File: config.mk
export PLATFORM = sky130hd
export DESIGN_NAME = prio_resolver
export DESIGN_NICKNAME = d
export VERILOG_FILES = /design/src/rtl/prio_resolver.sv
export SDC_FILE = /design/constraint.sdc
export NUM_CORES = 1
export LEC_CHECK = 0
export BUFFER_PORTS_ARGS = -buffer_cell sky130_fd_sc_hd__buf_2
export CORE_MARGIN = 2
export CORE_UTILIZATION = 55
export CTS_CLUSTER_DIAMETER = 80
export DETAILED_ROUTE_END_ITERATION = 10
export PLACE_DENSITY = 0.91
export SYNTH_ARGS = -nofsm -noshare
export SYNTH_HDL_FRONTEND = slang
export SYNTH_SLANG_ARGS = --single-unit
export TNS_END_PERCENT = 30
File: constraint.sdc
create_clock -name clk -period 6.19 [get_ports clk]
set_input_delay 0 -clock clk [delete_from_list [all_inputs] [get_ports clk]]
set_output_delay 0 -clock clk [all_outputs]
set_load 0.03 [all_outputs]
File: src/rtl/prio_resolver.sv
module prio_resolver #(
  parameter int LINES   = 8,
  parameter int CASCADE = 2,
  parameter bit PRIMARY = 1'b1
) (
  input  logic                       clk,
  input  logic                       rst_n,
  input  logic [LINES-1:0]           req_i,
  input  logic [LINES-1:0]           mask_i,
  input  logic                       ack_i,
  input  logic                       cmd_valid_i,
  input  logic [2:0]                 cmd_op_i,
  input  logic [$clog2(LINES)-1:0]   cmd_line_i,
  input  logic                       aeoi_i,
  input  logic                       sfnm_i,
  output logic                       irq_o,
  output logic [$clog2(LINES)-1:0]   line_o,
  output logic [LINES-1:0]           isr_o,
  output logic [$clog2(LINES)-1:0]   base_o
);
  localparam int IW = $clog2(LINES);
  localparam logic [IW:0]   NONE  = (IW+1)'(LINES);
  localparam logic [IW-1:0] SPUR  = IW'(LINES-1);
  localparam logic [2:0] OP_EOI = 3'd0, OP_REOI = 3'd1, OP_SEOI = 3'd2,
                         OP_RSEOI = 3'd3, OP_SETB = 3'd4, OP_ROFF = 3'd5,
                         OP_RON = 3'd6;

  logic [LINES-1:0] isr_q;
  logic [IW-1:0]    base_q;
  logic             rot_q;

  function automatic logic [IW:0] rank(input logic [LINES-1:0] v, input logic [IW-1:0] b);
    logic [IW-1:0] idx;
    rank = NONE;
    for (int p = LINES-1; p >= 0; p--) begin
      idx = IW'(p) + b;
      if (v[idx]) rank = (IW+1)'(p);
    end
  endfunction

  logic [LINES-1:0] pend, isr_cmp;
  logic [IW:0]      best_pend, best_isr, top_isr;
  logic [IW-1:0]    win_line, top_line;

  assign pend      = req_i & ~mask_i;
  assign isr_cmp   = (PRIMARY && sfnm_i) ? (isr_q & ~(LINES'(1) << CASCADE)) : isr_q;
  assign best_pend = rank(pend, base_q);
  assign best_isr  = rank(isr_cmp, base_q);
  assign top_isr   = rank(isr_q, base_q);
  assign win_line  = IW'(best_pend) + base_q;
  assign top_line  = IW'(top_isr) + base_q;

  assign irq_o  = best_pend < best_isr;
  assign line_o = irq_o ? win_line : SPUR;
  assign isr_o  = isr_q;
  assign base_o = base_q;

  always_ff @(posedge clk or negedge rst_n) begin
    if (!rst_n) begin
      isr_q  <= '0;
      base_q <= '0;
      rot_q  <= 1'b0;
    end else if (ack_i) begin
      if (irq_o) begin
        if (!aeoi_i) isr_q[win_line] <= 1'b1;
        else if (rot_q) base_q <= win_line + 1'b1;
      end
    end else if (cmd_valid_i) begin
      case (cmd_op_i)
        OP_EOI, OP_REOI: if (top_isr != NONE) begin
          isr_q[top_line] <= 1'b0;
          if (cmd_op_i == OP_REOI) base_q <= top_line + 1'b1;
        end
        OP_SEOI:  isr_q[cmd_line_i] <= 1'b0;
        OP_RSEOI: begin
          isr_q[cmd_line_i] <= 1'b0;
          base_q <= cmd_line_i + 1'b1;
        end
        OP_SETB:  base_q <= cmd_line_i + 1'b1;
        OP_ROFF:  rot_q <= 1'b0;
        OP_RON:   rot_q <= 1'b1;
        default: ;
      endcase
    end
  end
endmodule


==> results of run 1 <==
[cell usage after synthesis (all sizes together) (2+ instances only)]
cell type,instances,area [um2]
mux4,18,420
or3,2,12.5
nand3b,2,15.0
or3b,2,17.5
o21a,3,22.5
a32o,2,20.0
nand3,4,20.0
o32ai,2,17.5
o22ai,5,31.3
inv,9,33.8
nand2,29,109
mux2i,8,80.1
a211o,3,26.3
a21o,4,30.0
nand2b,15,93.8
fa,2,40.0
nor3b,5,37.5
o211ai,5,42.5
nor3,5,25.0
clkbuf,7,26.3
a22o,2,17.5
o31ai,2,15.0
a31oi,7,43.8
a21oi,14,81.3
nor2b,13,81.3
a211oi,8,60.1
o2111ai,3,26.3
and2,5,31.3
clkinv,2,7.51
ha,8,100
mux2,8,90.1
and3,4,25.0
dfrtp,12,300
xor2,4,35.0
buf,4,23.8
a22oi,3,22.5
o21ai,11,55.1
nor2,20,75.1
xnor2,4,42.6
[repair_timing]
item / CTS / global route
endpoints found under the setup margin: 0 / 0
endpoints found under the hold margin: 12 / 0
hold buffers: 1 / 0
[through the flow]
stage          setup slack (ns)  instances  instance area [um2]  hold slack [ns]  util [%]
2_1_floorplan             0.996        278                 2360           -0.296         -
3_3_place_gp               1.35        362                 2610           -0.103      64.3
3_5_place_dp               1.19        362                 2610          -0.0999      64.3
4_1_cts                    1.16        367                 2680          0.00718      65.9
5_1_grt                   0.819        367                 2680           0.0202      65.9
6_report                   1.13        367                 2680          0.00598      65.9
[cells by family after synthesis]
group	count (synthesis)
compound gates	82
xor+xnor	8
fa+ha+maj	10
buf+inv	22
flops	12
mux	34
simple gates	110
[per-layer routing]
layer	track usage (%)	share of wire, %
met1	34.8	39
met2	49.6	50
met3	2.76	7.6
met4	9.80	3.1
met5	0	0
[registers in the layout, summed over array words and instances, names as in the netlist]
signal,flops
rot_q,1
base_o,3
isr_o,8
[cell type report]
type / instances / area [um2] / area share [%]
tap: 50 / 62.6 / 2.34
clock buffer: 4 / 55.1 / 2.06
timing repair buffer: 46 / 243 / 9.07
sequential: 12 / 300 / 11.2
multi-input combinational: 244 / 1970 / 73.8
inverter: 11 / 41.3 / 1.54
[worst max path at each step]
| stage | slack (ns) | cells after the start | startpoint | to |
|---|---|---|---|---|
| detailed placement | 1.19 | 19 | base_o[1]$_DFFE_PN0P_ | base_o[2]$_DFFE_PN0P_ |
| global route | 0.82 | 19 | base_o[1]$_DFFE_PN0P_ | base_o[2]$_DFFE_PN0P_ |
| finish | 1.13 | 19 | base_o[1]$_DFFE_PN0P_ | base_o[2]$_DFFE_PN0P_ |
| floorplan | 1.0 | 20 | base_o[1]$_DFFE_PN0P_ | base_o[2]$_DFFE_PN0P_ |
| global placement | 1.35 | 19 | base_o[1]$_DFFE_PN0P_ | base_o[2]$_DFFE_PN0P_ |
| CTS | 1.16 | 19 | base_o[1]$_DFFE_PN0P_ | base_o[2]$_DFFE_PN0P_ |
==> flow_summary.ini, run 1 <==
[routing]
dr.pass1.iters = 6
routedWlPerCell_um = 17.9
wirelength_um = 6560
avgViaCountPerCell = 6.87
drcViolationCount = 0
drtIter0Drc = 243
drtAntennaViolNets = 0
dr_total_vias = 2521

[sta]
slew_headroom_pct = 43.4
layout_min_cycle_time_ns = 5.06
setup_viol = 0
rsz0062_at_grt = false
tightest_slew_ns = 0.850
finalHoldViolCount = 0
drv_slew = 0
skew_ns = 0.00879
fin_setup_tns_ns = 0
period_share_pct = 81.8
fmax_mhz = 198

[synth]
netlist_area_mm2 = 0.00236
synth_top_family_by_area = multiplexers
synth_edf_count = 0
muxShareOfSynthArea_pct = 25.0
ys_seq_area_share_pct = 12.7
yosys.area_share.adder_pct = 5.93
synthXorXnorAreaFrac_pct = 3.28
yosys.area_share.simple_pct = 24.4
yosysUniqueCellTypes = 61
async_flop_share_pct = 100
synth_compound_area_share_pct = 24.8
synth_warnings = 0
ys_seq_elements = 12
avgSynthCellArea_um2 = 8.51
synth.net_count = 316
synth_flop_cell = dfrtp_1
netlist_instances = 278

[placed_design]
io_buffers = 42
gp_congestion = 0.938
dp_hpwl_um = 5130

[clocking]
cts_tree = yes
clk_path_buf_depth = 2
clock_latency_ns = 0.25
cts_buffers = 3
h-tree-depth = 1
cts_sinks = 12
clock-root-buffer = clkbuf_8
path_clk_slew_ns = 0.06
cts_setup_buffers = 0
cts-resized-gates = 0

[die]
io_pins = 43
start_util_pct = 58.3
die_h_um = 69.6
die_area_mm2 = 0.00484
coreArea_mm2 = 0.00406
fp-row-count = 23
die_w_um = 69.6

[setup_path]
required_ns = 6.33
arrival_ns = 5.20
cp_common_cell = a21oi_1
cp_top_family = adder cells
cp-end-kind = flip-flop
crit_buf_inv = 1
critical_path_class = reg -> reg
cp-start-kind = flip-flop
crit_chain = clkinv_1 > ha_1 > mux4_2 > nor2b_1 > a211o_1 > nor2_1 > a21oi_1 > a21oi_1 > nor2_1 > a21oi_1 > o221ai_1 > fa_1 > o21ai_0 > mux2_2 > ha_1 > nor3b_1 > o21ai_0 > nand4_1 > mux2_1
cp_slowest_cell = ha_1
regToRegSetupSlack_ns = 1.13
r2r_end = base_o[2]$_DFFE_PN0P_
reg2reg_from = base_o[1]$_DFFE_PN0P_
path_max_fanout = 12
slowest_delay_ns = 0.67
r2r_cells = 19

[finish]
layout-drive-gt1-share_pct = 23.7
fill_cells = 357
final_cell_mix = buf_2, nand2_1, nor2_1, nand2b_1, mux4_2
syn2layout_area_growth_pct = 13.1
layout_commonest_cell = buf_2
fin_nets = 356
num_antenna_cells = 0

[min_path]
whs_path_depth = 2
min_path_type = in -> reg
hp-start = cmd_op_i[0]
hold_end = rot_q$_DFFE_PN0P_

[outcome]
status = finished, final reports clean

[flow_run]
maxCapViolations = 0

[global_route]
antenna_found_initial = 0
grt_usage_pct = 27.8
grt_max_degree = 26
grt_pass1_vias = 2382
grt-ovfl-total = 0
grt_pass1_wl_um = 11100
Power of run 1 is left out: the tool's default activity adds up to more than one toggle a clock period on the data nets, which glitch-free logic cannot reach.
==> run 2, diff against run 1 <==
Settings changed: CORE_UTILIZATION 55 to 52, PLACE_DENSITY 0.91 to 0.9.
Clock period 6.19 ns to 4.4 ns, I/O delays scaled along.
==> run 2 against run 1 <==
Clock skew decreased by 0.0024 ns; clock-buffer cell count unchanged; flip-flop and latch count unchanged; largest cell class unchanged; critical path depth decreased by 2; first-iteration DRC count increased by 27%; final cell count increased by 7.1%; highest routed layer unchanged; cell area increased by 12%; fmax increased by 16%; die area increased by 5.4%.
==> flow_summary.ini, run 2 (same netlist as run 1, synthesis figures left out) <==
[outcome]
status = finished, final reports clean

[global_route]
grt_pass1_wl_um = 11800
antenna_found_initial = 0
grt_usage_pct = 28.7
grt_pass1_vias = 2591
grt_max_degree = 14
grt-ovfl-total = 0

[finish]
multiInputGateArea_mm2 = 0.00208
num_antenna_cells = 0
fin_nets = 380
regArea_um2 = 303
final_cell_mix = buf_2, nand2_1, buf_4, nor2_1, nand2b_1
layout_commonest_cell = buf_2
syn2layout_area_growth_pct = 26.3
fill_cells = 298
largest_reg_flops = 8
layout-drive-gt1-share_pct = 33.7

[die]
fp-row-count = 24
die_h_um = 71.4
start_util_pct = 54.3
io_pins = 43
die_area_mm2 = 0.00510
die_w_um = 71.4
coreArea_mm2 = 0.00435

[setup_path]
cp_slowest_cell = dfrtp_1
slowest_delay_ns = 0.81
critical_path_class = reg -> reg
path_max_fanout = 12
regToRegSetupSlack_ns = 0.03
required_ns = 4.53
crit_chain = buf_4 > xor2_1 > nor2_1 > o22ai_1 > o21ai_0 > o21bai_1 > and3_1 > ha_1 > inv_1 > fa_2 > o21ai_1 > mux2_4 > ha_4 > nor3b_1 > mux2i_1 > nand4_1 > mux2_1
cp-start-kind = flip-flop
arrival_ns = 4.50
cp-end-kind = flip-flop

[sta]
drv_slew = 0
slew_headroom_pct = 51.3
fin_ws_ns = 0.0280
finalHoldViolCount = 0
tightest_slew_ns = 0.730
period_share_pct = 99.4
skew_ns = 0.00638
fmax_mhz = 229
layout_min_cycle_time_ns = 4.37
setup_viol = 0

[clocking]
cts_buffers = 3
clock-root-buffer = clkbuf_8
h-tree-depth = 1
clock_latency_ns = 0.24
path_clk_slew_ns = 0.06
cts_tree = yes
cts_sinks = 12
clk_path_buf_depth = 2

[routing]
drtIter0Drc = 308
wirelength_um = 8120
routedWlPerCell_um = 20.6
dr_total_vias = 2794
dr.pass1.iters = 5
avgViaCountPerCell = 7.11
drtAntennaViolNets = 0
drcViolationCount = 0

[placed_design]
place_ws_ns = -0.108
io_buffers = 42
dp_hpwl_um = 5610
gp_congestion = 0.953

[min_path]
min_path_type = in -> reg

[flow_run]
maxCapViolations = 0
[run 2: what timing repair did]
action | CTS | global route
buffers inserted | 1 | 7
resized for setup | 2 | 16
endpoints found under the hold margin | 12 | 0
pin swaps | 0 | 8
hold buffers | 1 | 0
endpoints found under the setup margin | 1 | 1
[run 2: area by class of cell]
cell class / count / area share [%]
clock buffers: 4 / 1.84
repair buffers: 70 / 14.6
well taps: 52 / 2.18
inverters: 11 / 1.55
multi-input cells: 244 / 69.7
flip-flops and latches: 12 / 10.1
[run 2: worst paths after layout]
path,endpoint,startpoint,cells after the start
worst max-delay path,base_o[2]$_DFFE_PN0P_,base_o[2]$_DFFE_PN0P_,17
worst min-delay path,rot_q$_DFFE_PN0P_,cmd_op_i[0],2
worst max register to register,base_o[2]$_DFFE_PN0P_,base_o[2]$_DFFE_PN0P_,17
worst min register to register,rot_q$_DFFE_PN0P_,rot_q$_DFFE_PN0P_,2
max in group asynchronous,base_o[0]$_DFFE_PN0P_,rst_n,2
min in group asynchronous,isr_o[0]$_DFFE_PN0P_,rst_n,2
[run 2: per-layer routing]
metal | share of wire [%] | vias up | routed length [um] | GRT usage [%]
li1 | - | 1202 | - | -
met1 | 35 | 1313 | 2820 | 33.9
met2 | 51 | 228 | 4160 | 53.0
met3 | 9.1 | 51 | 739 | 3.52
met4 | 4.8 | 0 | 393 | 10.5
met5 | 0 | - | 0 | 0
[run 2: critical path: cells and delay by family (launching register included)]
| kind | cells | cell delay [ns] |
|---|---|---|
| AOI/OAI and AO/OA | 4 | 0.51 |
| xor gates and xnor gates | 1 | 0.37 |
| adders and majority gates | 3 | 0.88 |
| buffers and inverters | 2 | 0.39 |
| DFF | 1 | 0.81 |
| muxes | 3 | 0.73 |
| and+or+nand+nor | 4 | 0.55 |
[run 2: per-stage QoR]
step | hold slack [ns] | std cells | utilization (%) | setup TNS, ns | cell area [um2]
after global placement | -0.108 | 380 | 63.7 | -0.00791 | 2780
after global routing | 0.0266 | 393 | 68.6 | -0.169 | 2990
after floorplan | -0.296 | 278 | - | 0 | 2410
after CTS | 0.00642 | 386 | 65.6 | 0 | 2860
final | 0.00650 | 393 | 68.6 | 0 | 2990
after detailed placement | -0.106 | 380 | 63.7 | -0.108 | 2780
Power of run 2 is left out for the same reason.
==> run 3, diff against run 2 <==
Settings changed: CELL_PAD_IN_SITES_DETAIL_PLACEMENT set to 1, CELL_PAD_IN_SITES_GLOBAL_PLACEMENT set to 2, CORE_UTILIZATION 52 to 31.
==> run 3 against run 2 <==
Sequential share of layout area decreased by 0.50 points; final cell count increased by 15%; clock skew decreased by 0.0026 ns; critical path depth increased by 1; fmax increased by 1.7%; core utilization decreased by 26 points; worst setup slack improved by 0.071 ns; via count decreased by 4.7%; global-route usage decreased by 8.1 points; die area increased by 63%; register-to-register slack improved by 0.07 ns; hold slack got worse by 0.0054 ns; critical endpoint unchanged; highest routed layer unchanged.
==> flow_summary.ini, run 3 (same netlist as run 1, synthesis figures left out) <==
[setup_path]
r2r_cells = 18
critical_path_class = reg -> reg
cp-end-kind = flip-flop
cp-start-kind = flip-flop
arrival_ns = 4.44
reg2reg_from = base_o[0]$_DFFE_PN0P_
required_ns = 4.54
path_max_fanout = 6
r2r_end = base_o[2]$_DFFE_PN0P_
regToRegSetupSlack_ns = 0.1

[sta]
fin_ws_ns = 0.0992
fin_setup_tns_ns = 0
layout_min_cycle_time_ns = 4.30
tightest_slew_ns = 0.556
holdWs_ns = 0.00112
slew_headroom_pct = 62.6
finalHoldViolCount = 0
skew_ns = 0.00382
setup_viol = 0
drv_slew = 0
period_share_pct = 97.7
fmax_mhz = 233

[die]
die_w_um = 91.3
die_h_um = 91.3
die_area_mm2 = 0.00834
start_util_pct = 32.3
io_pins = 43
coreArea_mm2 = 0.00733
fp-row-count = 31

[clocking]
clock-root-buffer = clkbuf_8
cts_tree = yes
h-tree-depth = 1
clock_latency_ns = 0.25
cts_buffers = 3
clk_path_buf_depth = 2
path_clk_slew_ns = 0.06
cts_sinks = 12

[global_route]
antenna_found_initial = 0
grt_max_degree = 20
grt-ovfl-total = 0
grt_usage_pct = 20.6
grt_pass1_wl_um = 14100
grt_pass1_vias = 2766

[routing]
drtAntennaViolNets = 0
wirelength_um = 9190
avgViaCountPerCell = 5.89
routedWlPerCell_um = 20.3
dr_total_vias = 2663
drtIter0Drc = 205
dr.pass1.iters = 4
drcViolationCount = 0

[min_path]
hold_end = rot_q$_DFFE_PN0P_
min_path_type = in -> reg
hp-start = cmd_op_i[0]
whs_path_depth = 2

[finish]
layout-drive-gt1-share_pct = 36.8
fin_nets = 392
layout_commonest_cell = buf_2
utilization_pct = 42.8
final_cell_mix = buf_2, buf_4, nand2_1, nor2_1, nand2b_1
largest_reg_flops = 8
syn2layout_area_growth_pct = 32.8
num_antenna_cells = 0

[placed_design]
place_ws_ns = -0.166
dp_hpwl_um = 6640
io_buffers = 42
gp_congestion = 0.867

[outcome]
status = finished, final reports clean

[flow_run]
maxCapViolations = 0
run 3: changes by cell type in the layout (fill, tap and decap cells not counted), sizes merged:
| cell | previous run | this run |
|---|---|---|
| buf | 69 | 81 |
run 3: final cells by class:
| class | instances | area (um2) |
|---|---|---|
| clock buffers | 4 | 55.1 |
| fillers | 893 | 4190 |
| inverters | 11 | 46.3 |
| multi-input cells | 244 | 2070 |
| flip-flops and latches | 12 | 303 |
| well taps | 99 | 124 |
| repair buffers | 82 | 542 |
run 3: metrics by stage:
| step | std cells | area [um2] |
|---|---|---|
| floorplan | 278 | 2410 |
| global placement | 431 | 2850 |
| detailed placement | 431 | 2850 |
| CTS | 440 | 2980 |
| global route | 452 | 3140 |
| finish | 452 | 3140 |
run 3: worst max-delay path by stage:
stage	from	slack (ns)	to
floorplan	base_o[1]$_DFFE_PN0P_	0.03	base_o[2]$_DFFE_PN0P_
global route	base_o[0]$_DFFE_PN0P_	-0.16	base_o[2]$_DFFE_PN0P_
finish	base_o[0]$_DFFE_PN0P_	0.1	base_o[2]$_DFFE_PN0P_
global placement	base_o[1]$_DFFE_PN0P_	0.05	base_o[2]$_DFFE_PN0P_
CTS	base_o[0]$_DFFE_PN0P_	0.02	base_o[2]$_DFFE_PN0P_
detailed placement	base_o[0]$_DFFE_PN0P_	-0.17	base_o[2]$_DFFE_PN0P_
run 3: routing by layer:
layer	wire length [um]	GRT usage (%)
met1	3910	26.8
met2	4810	36.8
met5	0	0
met4	198	5.68
met3	271	1.58
run 3: critical path: stages (launching register included):
cell and delay (ns):
dfrtp_2 0.44, buf_6 0.15, mux4_2 0.52, mux2_4 0.30, nor2_4 0.12, o21ai_1 0.08, a21oi_1 0.22, o21bai_1 0.16
and3_1 0.19, ha_1 0.15, inv_1 0.06, fa_2 0.56, o21ai_0 0.09, mux2_4 0.29, ha_4 0.18, nor3b_1 0.14
mux2i_1 0.14, nand4_1 0.11, mux2_1 0.30
run 3: what timing repair did:
item                                    in CTS  in global routing
hold endpoints to repair                    12                  0
endpoints found under the setup margin       1                  1
hold buffers                                 1                  0
setup buffers                                4                 12
gates resized for setup                      6                 18
pin swaps                                    2                 10
Power of run 3 is left out for the same reason.
